### src/rtl/evt_timer_pkg.sv
package evt_timer_pkg;

    typedef enum logic [1:0] {
        OP_HOLD = 2'd0,
        OP_LOAD = 2'd1,
        OP_RUN  = 2'd2,
        OP_RSVD = 2'd3
    } op_e;

    typedef enum logic [1:0] {
        S_HELD  = 2'd0,
        S_COUNT = 2'd1,
        S_DONE  = 2'd2
    } tstate_e;

    localparam int ADDR_W = 3;

    localparam logic [ADDR_W-1:0] ADR_DIV   = 3'd0;
    localparam logic [ADDR_W-1:0] ADR_CTRL  = 3'd1;
    localparam logic [ADDR_W-1:0] ADR_CNT   = 3'd2;
    localparam logic [ADDR_W-1:0] ADR_TIME  = 3'd3;
    localparam logic [ADDR_W-1:0] ADR_MASK  = 3'd4;
    localparam logic [ADDR_W-1:0] ADR_ACK   = 3'd5;
    localparam logic [ADDR_W-1:0] ADR_RAW   = 3'd6;
    localparam logic [ADDR_W-1:0] ADR_MSKD  = 3'd7;

endpackage

### src/rtl/evt_ctrl_fsm.sv
module evt_ctrl_fsm
    import evt_timer_pkg::*;
#(
    parameter int CNT_W = 32
) (
    input  logic             clk,
    input  logic             rst_n,
    input  logic             op_valid,
    input  op_e              op,
    input  logic [CNT_W-1:0] divisor,
    output logic [CNT_W-1:0] count,
    output logic             expire,
    output logic             running
);

    tstate_e          st_q, st_d;
    logic [CNT_W-1:0] cnt_d;
    logic             is_hold;

    assign is_hold = op_valid && (op == OP_HOLD || op == OP_RSVD);

    // state and counter registers
    always_ff @(posedge clk or negedge rst_n) begin
        if (!rst_n) begin
            st_q  <= S_HELD;
            count <= '0;
        end else begin
            st_q  <= st_d;
            count <= cnt_d;
        end
    end

    // next state and outputs
    always_comb begin
        st_d   = st_q;
        cnt_d  = count;
        expire = 1'b0;
        if (op_valid && op == OP_LOAD) begin
            st_d  = S_HELD;
            cnt_d = divisor;
        end else begin
            unique case (st_q)
                S_HELD: begin
                    if (op_valid && op == OP_RUN && count != '0)
                        st_d = S_COUNT;
                end
                S_COUNT: begin
                    if (is_hold) begin
                        st_d = S_HELD;
                    end else begin
                        cnt_d = count - CNT_W'(1);
                        if (count == CNT_W'(1)) begin
                            expire = 1'b1;
                            st_d   = S_DONE;
                        end
                    end
                end
                S_DONE: begin
                    st_d = S_DONE;
                end
                default: begin
                    st_d = S_HELD;
                end
            endcase
        end
    end

    assign running = (st_q == S_COUNT);

endmodule

### src/rtl/evt_irq.sv
module evt_irq (
    input  logic clk,
    input  logic rst_n,
    input  logic expire,
    input  logic ack,
    input  logic mask_wr,
    input  logic mask_wdata,
    output logic pending,
    output logic mask,
    output logic irq
);

    always_ff @(posedge clk or negedge rst_n) begin
        if (!rst_n) begin
            pending <= 1'b0;
        end else if (expire) begin
            pending <= 1'b1;
        end else if (ack) begin
            pending <= 1'b0;
        end
    end

    always_ff @(posedge clk or negedge rst_n) begin
        if (!rst_n) begin
            mask <= 1'b0;
        end else if (mask_wr) begin
            mask <= mask_wdata;
        end
    end

    assign irq = pending & mask;

endmodule

### src/rtl/evt_timestamp.sv
module evt_timestamp #(
    parameter int TIME_W = 32
) (
    input  logic              clk,
    input  logic              rst_n,
    output logic [TIME_W-1:0] stamp
);

    always_ff @(posedge clk or negedge rst_n) begin
        if (!rst_n) begin
            stamp <= '0;
        end else begin
            stamp <= stamp + TIME_W'(1);
        end
    end

endmodule

### src/rtl/evt_timer.sv
module evt_timer
    import evt_timer_pkg::*;
#(
    parameter int DATA_W = 32,
    parameter int CNT_W  = 32,
    parameter int TIME_W = 32
) (
    input  logic              clk,
    input  logic              rst_n,
    input  logic              wr_en,
    input  logic [2:0]        addr,
    input  logic [DATA_W-1:0] wdata,
    output logic [DATA_W-1:0] rdata,
    output logic              irq
);

    logic [CNT_W-1:0]  div_q;
    logic [CNT_W-1:0]  cnt_q;
    logic [TIME_W-1:0] time_q;
    logic              expire;
    logic              running;
    logic              pending_q;
    logic              mask_q;
    logic              ctrl_wr;
    logic              ack_wr;
    logic              mask_wr;

    assign ctrl_wr = wr_en && (addr == ADR_CTRL);
    assign ack_wr  = wr_en && (addr == ADR_ACK) && wdata[0];
    assign mask_wr = wr_en && (addr == ADR_MASK);

    always_ff @(posedge clk or negedge rst_n) begin
        if (!rst_n) begin
            div_q <= '0;
        end else if (wr_en && addr == ADR_DIV) begin
            div_q <= wdata[CNT_W-1:0];
        end
    end

    evt_ctrl_fsm #(.CNT_W(CNT_W)) u_fsm (
        .clk      (clk),
        .rst_n    (rst_n),
        .op_valid (ctrl_wr),
        .op       (op_e'(wdata[1:0])),
        .divisor  (div_q),
        .count    (cnt_q),
        .expire   (expire),
        .running  (running)
    );

    evt_irq u_irq (
        .clk        (clk),
        .rst_n      (rst_n),
        .expire     (expire),
        .ack        (ack_wr),
        .mask_wr    (mask_wr),
        .mask_wdata (wdata[0]),
        .pending    (pending_q),
        .mask       (mask_q),
        .irq        (irq)
    );

    evt_timestamp #(.TIME_W(TIME_W)) u_ts (
        .clk   (clk),
        .rst_n (rst_n),
        .stamp (time_q)
    );

    always_comb begin
        rdata = '0;
        unique case (addr)
            ADR_DIV:  rdata = DATA_W'(div_q);
            ADR_CNT:  rdata = DATA_W'(cnt_q);
            ADR_TIME: rdata = DATA_W'(time_q);
            ADR_MASK: rdata = DATA_W'(mask_q);
            ADR_RAW:  rdata = DATA_W'(pending_q);
            ADR_MSKD: rdata = DATA_W'(irq);
            default:  rdata = '0;
        endcase
    end

endmodule

### config.mk
export PLATFORM = sky130hd
export DESIGN_NAME = evt_timer
export DESIGN_NICKNAME = d
export VERILOG_FILES = /design/src/rtl/evt_timer_pkg.sv /design/src/rtl/evt_ctrl_fsm.sv /design/src/rtl/evt_irq.sv /design/src/rtl/evt_timestamp.sv /design/src/rtl/evt_timer.sv
export SDC_FILE = /design/constraint.sdc
export NUM_CORES = 1
export LEC_CHECK = 0
export ABC_AREA = 1
export BUFFER_PORTS_ARGS = -buffer_cell sky130_fd_sc_hd__buf_4
export CORE_AREA = 2 2 107 109
export DETAILED_ROUTE_END_ITERATION = 12
export DIE_AREA = 0 0 109 111
export PLACE_DENSITY = 0.76
export SLEW_MARGIN = 40
export SYNTH_ARGS = -nofsm -noshare
export SYNTH_HDL_FRONTEND = slang
export SYNTH_HIERARCHICAL = 1
export SYNTH_SLANG_ARGS = --single-unit
export TNS_END_PERCENT = 50
### constraint.sdc
create_clock -name clk -period 2 [get_ports clk]
set_input_delay 0.1 -clock clk [delete_from_list [all_inputs] [get_ports clk]]
set_output_delay 0.1 -clock clk [all_outputs]
set_load 0.02 [all_outputs]
---- Word level (Yosys, flattened, before mapping) ----
Cells that the tools add are included.
word-level totals
  word-level logic and storage cells ...... 58
  input bits .............................. 38
  flip-flop bits (word level) ............. 100
  output and inout bits ................... 33
cells by class
  reduce and logical (&&, ||, !) cells .... 18
  eq/ne operators ......................... 16
  multiplexer cells ....................... 15
  $add $sub $neg .......................... 2
  bitwise operators ....................... 1
operators by type and width
  operator                                                                 number
  32-bit one-hot mux with 6 select lines                                   1
  32-bit two-way mux                                                       3
  32-bit by 1-bit adder with 32-bit output, second input constant          1
  32-bit by 1-bit equality test with 1-bit output, second input constant   1
  32-bit nonzero test                                                      1
  32-bit by 1-bit subtractor with 32-bit output, second input constant     1
  3-bit equality test, second input constant                               4
  1-bit logical AND                                                        9
  2-bit two-way mux                                                        4
  2-bit equality test, second input constant                               3
  3-bit by 2-bit equality test with 1-bit output, second input constant    2
  1-bit two-way mux                                                        6
  2-bit one-hot mux with 3 select lines                                    1
  2-bit by 1-bit equality test with 1-bit output, second input constant    2
  2-bit zero test                                                          2
  4-bit by 1-bit inequality test with 1-bit output, second input constant  1
  2-bit AND reduction                                                      2
  2-bit nonzero test                                                       2
  3-bit by 1-bit equality test with 1-bit output, second input constant    1
  3-bit zero test                                                          1
  3-bit by 1-bit inequality test with 1-bit output, second input constant  1
  2-bit inequality test, second input constant                             1
  1-bit bitwise AND                                                        1
  1-bit logical OR                                                         1

---- Longest topological paths before layout ----
Gate-level depths: netlist of run 1.
  depth in word-level cells ............... 7
  mapped depth ............................ 11
  depth with buffers taken out ............ 10

---- Cells and area by module ----
The synthesis of run 1 kept the hierarchy.
by module, submodules not included
  module         sequential area each (sq um)  times used  area an instance (sq um)  cells an instance
  evt_ctrl_fsm   850.8                         1           2458.6                    349
  evt_timer      800.8                         1           1949.4                    269
  evt_timestamp  800.8                         1           1788.0                    221
  evt_irq        50.0                          1           87.6                      12

---- Worst setup path before layout of run 1 ----
OpenSTA, ideal clock, no wires.
  path kind ............................... register -> register
  start point ............................. reg u_fsm.count[0]
  end point ............................... reg u_fsm.st_q[1]
  cell stages (with the launch flop) ...... 10
  clock period less this slack ............ 1441 ps
  data required time ...................... 1879 ps
  data arrival time ....................... 1320 ps
  slack ................................... 559 ps
  cells stage by stage .................... dfrtp_1 -> inv_1 -> ha_1 -> nand2_2 -> nor2_4 -> nand2_1 -> o21ai_1 -> nand2_1 -> nand2_1 -> nor2_1
on the way
  word-level cells in the longest chain between the ends .. 4
  elaborated cells on any way between the ends .. 6
  those cells by class .................... 3 x eq/ne; 3 x reduce/logical
RTL lines
  what                                                        line                RTL
  start, declared                                             evt_ctrl_fsm.sv:11  output logic [CNT_W-1:0] count,
  start signal, assigned                                      evt_ctrl_fsm.sv:29  count <= cnt_d;
  32-bit nonzero test                                         evt_ctrl_fsm.sv:44  if (op_valid && op == OP_RUN && count != '0)
  1-bit logical AND                                           evt_ctrl_fsm.sv:44
  3-bit by 1-bit inequality test with 1-bit output (no line)  n/a
  2-bit AND reduction (no line) *                             n/a
  end signal, assigned                                        evt_ctrl_fsm.sv:28  st_q <= st_d;
  end, declared                                               evt_ctrl_fsm.sv:16  tstate_e st_q, st_d;
Mark *: on every way between the ends. The rest lies on a longest branch, timed or not.
A chain may end at the register's enable or synchronous reset.

---- Worst setup path after layout of run 1 ----
  start point ............................. in wdata[1]
  end point ............................... reg u_irq.pending
on the way
  word-level cells in the longest chain between the ends .. 7
  elaborated cells on any way between the ends .. 11
  those cells by class .................... 2 x eq/ne; 4 x mux; 5 x reduce/logical
RTL lines
  what                                                            line                RTL
  start, declared                                                 evt_timer.sv:12     input logic [DATA_W-1:0] wdata,
  2-bit equality test / 2-bit zero test (equally long branches)   evt_ctrl_fsm.sv:20  assign is_hold = op_valid && (op == OP_HOLD || op == OP_RSVD);
  1-bit logical OR                                                evt_ctrl_fsm.sv:20
  1-bit logical AND                                               evt_ctrl_fsm.sv:20
  1-bit two-way mux                                               evt_ctrl_fsm.sv:48  if (is_hold) begin
  1-bit two-way mux                                               evt_ctrl_fsm.sv:42  unique case (st_q)
  1-bit two-way mux *                                             evt_ctrl_fsm.sv:38  if (op_valid && op == OP_LOAD) begin
  named net expire                                                evt_timer.sv:20     logic expire;
  1-bit two-way mux / 2-bit nonzero test (equally long branches)  n/a
  end signal, assigned                                            evt_irq.sv:15       pending <= 1'b0;
  end signal, assigned                                            evt_irq.sv:17       pending <= 1'b1;
  end signal, assigned                                            evt_irq.sv:19       pending <= 1'b0;
  end, declared                                                   evt_irq.sv:8        output logic pending,
Mark *: on every way through the listed nets, which the timed path passes. The rest lies on a longest branch.

==> flow_metrics.py, run 1 <==
metrics = {
    "outcome": {
        "status": "complete, no violations",
    },
    "clock_network": {
        "cts.path.max_buffers": 2,
        "clk_latency_ns": 0.35,
        "clockRootBuffer": "clkbuf_16",
        "post_cts_buffers": 0,
        "cts_tree": "done",
        "cts_inserted_buffers": 9,
        "cts_sinks": 100,
        "clk_pin_slew_worst_paths_ns": 0.06,
        "htree_num_levels": 3,
    },
    "power": {
        "power.switching_uw": 3078,
        "power_frac_clock_pct": 22.4,
        "internal_power_uw": 4320,
        "p_comb_share_pct": 37.1,
        "p_sw_share_pct": 41.60,
        "p_per_area_nw_per_um2": 982.9,
        "ir_drop_uv": 600.6,
        "sequentialPowerShare_pct": 40.5,
        "p_leak_uw": 0.003588,
    },
    "logic_synthesis": {
        "synth_cell_types": 32,
        "yosys_most_used_dff": "dfrtp_1",
        "ys_top_cells_by_area": "dfrtp_1 40%, nand2_1 18%, nor2_1 5.2%, inv_1 4.9%, o211ai_1 4.5%",
        "syn-cell-area_um2": 6284,
        "synth_edf_count": 0,
        "yosysWarnings": 6,
        "synth_top_cell_by_area": "dfrtp_1",
        "netlist.area_leader.share_pct": 39.82,
        "syn_nets": 894,
        "async_flop_share_pct": 100.0,
        "ys_ff_latch": 100,
        "seq_area_frac_synth_pct": 39.82,
        "syn_area_per_cell_um2": 7.384,
        "syn_inst": 851,
    },
    "die": {
        "start_util_pct": 56.73,
        "num_rows": 39,
        "core_um2": 11080,
        "ios": 71,
        "die_h_um": 111,
        "die-area_um2": 12100,
        "die_w_um": 109,
    },
    "sta": {
        "hold_viol_final": 0,
        "clock_skew_ns": 0.002785,
        "rsz0062_at_grt": "false",
        "worst_pin_slew_ns": 0.4903,
        "max_freq_ghz": 0.5653,
        "drv_slew": 0,
        "setup-violations-final": 0,
        "period_share_pct": 88.45,
        "maxSlewHeadroom_pct": 67.32,
        "hold_slack_ns": 0.01893,
        "fin_crit_ns": 1.769,
        "setup_tns_ns": 0,
    },
    "finish": {
        "syn_to_final_growth_pct": 19.77,
        "layout_commonest_cell": "nand2_1",
        "final_cell_mix": "295 x nand2_1, 100 x dfrtp_1, 85 x nor2_1",
        "antenna_cells": 0,
        "layout-drive-gt1-share_pct": 16.58,
        "fin_nets": 992,
    },
    "min_path": {
        "hold_depth": 3,
        "hold_path.class": "input port to flip-flop",
        "min_to": "div_q[0]",
        "min_from": "wdata[0]",
    },
    "run": {
        "maxCapViolCount": 0,
    },
    "critical_path": {
        "timing.rr.end": "u_fsm/st_q[1]",
        "arrival_ns": 2.06,
        "crit_buf_inv": 6,
        "critical_path_class": "input port to flip-flop",
        "start_kind": "input port",
        "worstPathMaxFanout": 10,
        "crit_chain": "dlygate4sd3_1 -> buf_4 -> inv_1 -> ha_1 -> nand2_1 -> inv_2 -> nor2_2 -> inv_2 -> nor3_1 -> inv_1 -> nand2_1",
        "end_kind": "flip-flop",
        "critical_path_required_ns": 2.29,
        "r2r_cells": 9,
        "r2r_slack_ns": 0.28,
        "critical-path-top-delay-family": "buffers and inverters",
        "slowest_delay_ns": 0.54,
        "cpMaxStageDelayCell": "dlygate4sd3_1",
        "r2r-start": "u_fsm/count[0]",
    },
    "drt": {
        "routed_wirelength_um": 17910,
        "drc": 0,
        "drt-initial-drc-count": 518,
        "first_pass_iters": 5,
        "detailroute.via_count": 6113,
        "routed_wire_length_per_instance_um": 16.34,
        "via_per_inst": 5.578,
        "ant_nets": 0,
    },
    "place": {
        "portBuffers": 70,
        "dp_hpwl_um": 13340,
        "place_congestion": 0.9484,
    },
    "global_route": {
        "grt_overflow": 0,
        "grt_pass1_vias": 6093,
        "grt_max_degree": 47,
        "grt_pass1_wl_um": 29730,
        "antenna_found_initial": 0,
        "grtUsageTotal_pct": 31.67,
    },
}
[per-layer routing]
layer | share of wire [%] | routed length, um | GRT usage, % | up-vias
met3 | 6.8 | 1218 | 4.115 | 39
met2 | 47 | 8391 | 49.03 | 244
met4 | 2.8 | 506 | 12.14 | 0
li1 | - | - | - | 2925
met1 | 44 | 7796 | 45.07 | 2905
met5 | 0 | 0 | 0 | -
[sequential cells by signal, indices dropped and copies added (netlist names)]
signal	cells
u_irq/mask	1
u_fsm/st_q	2
u_ts/stamp	32
u_fsm/count	32
div_q	32
u_irq/pending	1
[layout make-up]
class / count / area, um2
clock buffer: 13 / 260.3
tap: 143 / 178.9
sequential: 100 / 2502
inverter: 88 / 330.3
fill: 912 / 3551
clock inverter: 2 / 10.01
multi-input combinational: 637 / 3291
timing repair buffer: 113 / 953.4
[cells in the mapped netlist, types with 5 or more instances]
library cell,count
dfrtp_1,100
o21bai_1,6
xnor2_1,6
o21ai_0,8
nand3b_1,8
nor2_1,87
nand2_2,11
nor2_8,5
nand2_4,5
o21ai_1,42
buf_4,6
nand3_1,41
nand2_1,295
buf_2,12
inv_1,82
xor2_1,14
o211ai_1,38
nor2_2,17
ha_1,5
nor2_4,13
a22oi_1,21
inv_2,6
[worst max-delay path by stage]
stage | to | cells after the start | slack [ns] | start
after floorplan | u_fsm/st_q[1] | 9 | 0.56 | u_fsm/count[0]
after global placement | u_fsm/count[10] | 9 | 0.37 | addr[1]
after detailed placement | u_fsm/count[24] | 9 | 0.27 | addr[1]
after CTS | u_fsm/st_q[1] | 9 | 0.33 | u_fsm/count[0]
after global routing | u_fsm/count[22] | 9 | 0.14 | u_fsm/count[0]
final | u_irq/pending | 11 | 0.23 | wdata[1]
[power by group through the flow]
stage	clock network (uW)	logic, uW	registers (uW)
after global placement	0	2550	3000
final	1660	2750	2990
after floorplan	0	2000	2810
after CTS	1670	2700	2970
after detailed placement	0	2630	3000
after global routing	1760	3050	3050
[cells by family after synthesis]
group | share of synthesized area (%)
compound gates | 12.11
buf+inv | 7.885
simple gates | 35.88
xor+xnor | 3.305
flops | 39.82
fa+ha+maj | 0.9956
[worst register-to-register path, stage by stage, from the launching register on]
cell and delay [ns]:
dfrtp_1 0.43, inv_1 0.18, ha_1 0.24, nand2_2 0.13, nor2_4 0.17, nand2_1 0.14
o21ai_1 0.15, nand2_1 0.08, nand2_1 0.06, nor2_1 0.04
[metrics by stage]
step           util [%]  worst slack, ns  cells  area (um2)  total power [uW]
6_report          67.94           0.2310   1096        7526              7397
5_1_grt           67.94           0.1354   1096        7526              7859
4_1_cts           67.94           0.3279   1096        7526              7347
3_5_place_dp      62.61           0.2662   1049        6935              5633
3_3_place_gp      62.61           0.3667   1049        6935              5553
2_1_floorplan         -           0.5593    851        6284              4809
[what timing repair did]
item,in CTS,in global routing
hold buffers,32,0
endpoints found under the hold margin,65,0
resized for setup,0,0
(Power assumes the default switching activity.)
==> run 2, diff against run 1 <==
Settings changed: MAX_ROUTING_LAYER set to met4, SLEW_MARGIN 40 to unset.
==> run 2 against run 1 <==
  * Worst hold slack improved by 0.091 ns
  * Combinational power about the same
  * Non-clock buffer count increased by 1
  * Sequential cell count unchanged
  * Critical endpoint is now u_fsm/count[12]
  * Die area unchanged
  * Critical path type unchanged
  * Clock power increased by 28%
  * First-iteration DRC count increased by 3.9%
  * Via count increased by 1.5%
  * Cell count increased by 0.18%
  * Critical path depth decreased by 1
  * Fmax decreased by 1.7%
==> flow_metrics.py, run 2 (synthesis results as in run 1) <==
metrics = {
    "die": {
        "die_h_um": 111,
        "die-area_um2": 12100,
        "core_um2": 11080,
        "num_rows": 39,
        "ios": 71,
        "die_w_um": 109,
        "start_util_pct": 56.73,
    },
    "critical_path": {
        "crit_start": "wdata[0]",
        "arrival_ns": 2.08,
        "r2r_slack_ns": 0.27,
        "end_kind": "flip-flop",
        "critical-path-top-delay-family": "buffers and inverters",
        "crit_buf_inv": 4,
        "worstPathMaxFanout": 18,
        "slowest_delay_ns": 0.53,
        "critical_path_class": "input port to flip-flop",
        "start_kind": "input port",
        "r2r-start": "u_fsm/count[0]",
        "critical_path_required_ns": 2.28,
        "cpMaxStageDelayCell": "dlygate4sd3_1",
        "r2r_cells": 9,
        "cpMostUsedCell": "buf_4",
        "crit_chain": "dlygate4sd3_1 -> buf_4 -> inv_1 -> ha_1 -> nand2_1 -> nand2_2 -> nor2_2 -> buf_4 -> nand4_1 -> nand3_1",
        "timing.rr.end": "u_fsm/st_q[1]",
    },
    "drt": {
        "routed_wire_length_per_instance_um": 16.76,
        "ant_nets": 0,
        "routed_wirelength_um": 18400,
        "drc": 0,
        "detailroute.via_count": 6203,
        "via_per_inst": 5.649,
        "first_pass_iters": 5,
        "drt-initial-drc-count": 538,
    },
    "finish": {
        "final_cell_mix": "295 x nand2_1, 100 x dfrtp_1, 85 x nor2_1",
        "top_regs": "div_q x32, u_fsm/count x32, u_ts/stamp x32",
        "fin_nets": 993,
        "layout_commonest_cell": "nand2_1",
        "final_cells": 1098,
        "post-route-util_pct": 68.87,
        "fin_area_um2": 7629,
        "fillers": 886,
        "antenna_cells": 0,
        "syn_to_final_growth_pct": 21.41,
        "layout-drive-gt1-share_pct": 16.75,
    },
    "place": {
        "dp.cells": 1049,
        "portBuffers": 70,
        "place_congestion": 0.9552,
        "dp_hpwl_um": 13380,
        "dpl_cell_area_um2": 6935,
    },
    "clock_network": {
        "htree_num_levels": 3,
        "clk_latency_ns": 0.35,
        "cts_tree": "done",
        "clk_pin_slew_worst_paths_ns": 0.06,
        "cts_hold_buf": 33,
        "post_cts_buffers": 0,
        "cts_inserted_buffers": 9,
        "cts_resized": 0,
        "clockRootBuffer": "clkbuf_16",
        "cts_sinks": 100,
        "cts.path.max_buffers": 2,
    },
    "power": {
        "p_leak_uw": 0.003632,
        "ir_drop_uv": 746.6,
        "p_per_area_nw_per_um2": 1034,
    },
    "global_route": {
        "grt_pass1_vias": 5965,
        "grt_pass1_wl_um": 30170,
        "grt_overflow": 0,
        "grt_max_degree": 42,
        "antenna_found_initial": 0,
        "grtUsageTotal_pct": 33.04,
    },
    "sta": {
        "fin_crit_ns": 1.800,
        "setup_tns_ns": 0,
        "clock_skew_ns": 0.009851,
        "setup-violations-final": 0,
        "period_share_pct": 89.99,
        "maxSlewHeadroom_pct": 67.69,
        "worst_pin_slew_ns": 0.4847,
        "rsz0062_at_grt": "false",
        "hold_viol_final": 0,
        "drv_slew": 0,
        "max_freq_ghz": 0.5556,
        "hold_slack_ns": 0.1098,
    },
    "min_path": {
        "hold_depth": 4,
        "min_from": "addr[1]",
        "hold_path.class": "input port to flip-flop",
        "min_to": "u_irq/mask",
    },
    "outcome": {
        "status": "complete, no violations",
    },
    "run": {
        "maxCapViolCount": 0,
    },
}
-- run 2: changes by cell type in the layout (fill, tap and decap cells not counted), sizes merged --
cell	change
bufinv	+4
clkbuf	-3
clkinv	-1
dlygate4sd3	+1
inv	+1
-- run 2: through the flow --
| step | power [uW] | worst slack (ns) |
|---|---|---|
| 3_3_place_gp | 5574 | 0.3837 |
| 3_5_place_dp | 5638 | 0.2894 |
| 5_1_grt | 8366 | 0.1319 |
| 2_1_floorplan | 4809 | 0.5593 |
| 4_1_cts | 7838 | 0.2496 |
| 6_report | 7890 | 0.2001 |
-- run 2: power by group --
group	total, uW	internal, uW	switching [uW]
combinational	2760	985	1770
clock	2130	1350	781
sequential	3000	2430	573
total	7890	4760	3130
-- run 2: layout make-up --
type / count / area, um2 / area share (%)
Sequential cell: 100 / 2502 / 32.80
Clock inverter: 6 / 133.9 / 1.755
Clock buffer: 10 / 229.0 / 3.001
Tap cell: 143 / 178.9 / 2.345
Timing Repair Buffer: 114 / 963.4 / 12.63
Inverter: 88 / 330.3 / 4.330
Multi-Input combinational cell: 637 / 3291 / 43.14
-- run 2: how the worst max path moves through the flow --
stage,to,depth (start not counted)
floorplan,u_fsm/st_q[1],9
global placement,u_fsm/count[18],9
detailed placement,u_fsm/count[18],10
CTS,u_fsm/count[27],10
global route,u_fsm/count[27],10
finish,u_fsm/count[12],10
-- run 2: routing by layer --
layer | global-route usage (%) | up-vias | wire length (um)
met3 | 8.054 | 34 | 1488
met4 | 8.462 | 0 | 410
met1 | 45.33 | 2981 | 7871
met5 | - | - | 0
met2 | 49.32 | 267 | 8632
li1 | - | 2921 | -
-- run 2: worst min-delay path, cell delays in order --
cell,delay [ns]
buf_4,0.13
nor4_1,0.07
nand2_1,0.07
nand2_1,0.05
==> run 3, diff against run 2 <==
Settings changed: CORE_AREA 2 2 107 109 to 2 2 129 131, DIE_AREA 0 0 109 111 to 0 0 131 133, PLACE_DENSITY 0.76 to 0.54, RECOVER_POWER set to 25.
==> run 3 against run 2 <==
  * Critical path depth is 1 lower
  * Die area is 44% higher
  * Critical path type is now flip-flop to flip-flop
  * Cell area is 0.67% higher
  * Critical endpoint is now u_fsm/count[20]
==> flow_metrics.py, run 3 (synthesis results as in run 1) <==
metrics = {
    "clock_network": {
        "clk_pin_slew_worst_paths_ns": 0.07,
        "htree_num_levels": 3,
        "cts.path.max_buffers": 2,
        "cts_resized": 0,
        "clockRootBuffer": "clkbuf_16",
        "cts_inserted_buffers": 9,
        "clk_latency_ns": 0.36,
        "cts_tree": "done",
        "cts_sinks": 100,
    },
    "critical_path": {
        "crit_chain": "inv_1 -> ha_1 -> nand2_2 -> nor2_4 -> nand2_2 -> nor2_2 -> nand3_1 -> nand3_1 -> nand2_1",
        "r2r_slack_ns": 0.23,
        "critical_path_class": "flip-flop to flip-flop",
        "r2r-start": "u_fsm/count[0]",
        "slowest_delay_ns": 0.43,
        "r2r_cells": 9,
        "end_kind": "flip-flop",
        "start_kind": "flip-flop",
        "critical_path_required_ns": 2.25,
        "worstPathMaxFanout": 4,
        "arrival_ns": 2.01,
        "cpMaxStageDelayCell": "dfrtp_1",
        "timing.rr.end": "u_fsm/count[20]",
    },
    "power": {
        "p_total_uw": 7566,
        "p_leak_uw": 0.003610,
        "p_per_area_nw_per_um2": 985.1,
        "ir_drop_uv": 490.0,
    },
    "drt": {
        "drc": 0,
        "detailroute.via_count": 5792,
        "ant_nets": 0,
        "first_pass_iters": 5,
        "via_per_inst": 4.921,
        "routed_wirelength_um": 18820,
        "routed_wire_length_per_instance_um": 15.99,
        "drt-initial-drc-count": 450,
    },
    "global_route": {
        "grtUsageTotal_pct": 23.68,
        "grt_pass1_vias": 5582,
        "antenna_found_initial": 0,
        "globalRouteMet2Util_pct": 34.66,
        "grt_pass1_wl_um": 30620,
        "busiest_layer": "met1",
        "grt_max_degree": 47,
        "grt_overflow": 0,
        "grtUsageMet3_pct": 3.397,
        "use_met1_pct": 34.90,
    },
    "die": {
        "core_um2": 16170,
        "die-area_um2": 17420,
        "ios": 71,
        "num_rows": 47,
        "die_w_um": 131,
        "start_util_pct": 38.85,
        "die_h_um": 133,
    },
    "finish": {
        "antenna_cells": 0,
        "layout_commonest_cell": "nand2_1",
        "fin_nets": 995,
        "top_regs": "div_q x32, u_fsm/count x32, u_ts/stamp x32",
        "syn_to_final_growth_pct": 22.22,
        "layout-drive-gt1-share_pct": 17.14,
        "final_cell_mix": "295 x nand2_1, 100 x dfrtp_1, 85 x nor2_1",
        "fillers": 1647,
    },
    "sta": {
        "period_share_pct": 88.46,
        "rsz0062_at_grt": "false",
        "setup_tns_ns": 0,
        "setup-violations-final": 0,
        "max_freq_ghz": 0.5652,
        "maxSlewHeadroom_pct": 50.11,
        "hold_viol_final": 0,
        "clock_skew_ns": 0.007942,
        "fin_crit_ns": 1.769,
        "drv_slew": 0,
        "worst_pin_slew_ns": 0.7483,
    },
    "outcome": {
        "status": "complete, no violations",
    },
    "run": {
        "maxCapViolCount": 0,
    },
    "min_path": {
        "min_from": "wdata[16]",
        "hold_depth": 3,
        "hold_path.class": "input port to flip-flop",
        "min_to": "div_q[16]",
    },
    "place": {
        "portBuffers": 70,
        "dp_hpwl_um": 14230,
        "place_congestion": 0.8447,
    },
}
run 3: cell count changes in the layout (fill, tap and decap cells not counted), moves of 2 or more:
| cell | delta |
|---|---|
| bufinv_16 | -3 |
| clkinv_4 | +2 |
| clkinvlp_4 | +2 |
| dlygate4sd3_1 | -2 |
run 3: critical path, delay by kind of cell (launching register included):
family                     cells  cell delay [ns]
adders and majority gates      1             0.25
buffers and inverters          1             0.18
DFF                            1             0.43
and+or+nand+nor                7             0.79
run 3: report_power, final:
part	total [uW]	leakage [uW]	internal [uW]	switching, uW
registers	2990	0.00129	2420	561
logic	2750	0.00217	1030	1720
clock network	1830	0.000142	978	857
total	7570	0.00361	4430	3140
run 3: cell type report:
cell class / count / area, um2 / share of cell area, %
clock inverter: 7 / 76.32 / 0.9938
multi-input combinational: 637 / 3291 / 42.85
inverter: 88 / 330.3 / 4.301
tap: 220 / 275.3 / 3.584
sequential: 100 / 2502 / 32.58
clock buffer: 9 / 225.2 / 2.933
timing repair buffer: 116 / 979.7 / 12.76
run 3: metrics by stage:
step	setup slack, ns	utilization, %	instance area [um2]	cells	hold slack, ns
floorplan	0.5593	-	6284	851	-0.1956
global placement	0.2790	43.82	7087	1130	0.04424
detailed placement	0.2657	43.82	7087	1130	0.04918
CTS	0.2427	47.61	7699	1177	0.01126
global route	0.07000	47.49	7680	1177	0.01516
finish	0.2307	47.49	7680	1177	0.008418
run 3: routing by layer:
layer / up-vias / part of all wire (%)
li1: 2939 / -
met1: 2752 / 49
met2: 90 / 46
met3: 11 / 4.1
met4: 0 / 0.85
met5: - / 0
run 3: worst max path at each step:
stage                   startpoint               to  slack (ns)
floorplan           u_fsm/count[0]    u_fsm/st_q[1]        0.56
global placement    u_fsm/count[0]  u_fsm/count[20]        0.28
detailed placement  u_fsm/count[0]  u_fsm/count[20]        0.27
CTS                 u_fsm/count[0]  u_fsm/count[20]        0.24
global route        u_fsm/count[0]  u_fsm/count[20]        0.07
finish              u_fsm/count[0]  u_fsm/count[20]        0.23
run 3: repair_timing:
item	CTS	global route
hold buffers	31	0
setup buffers	0	0
endpoints found under the hold margin	53	0
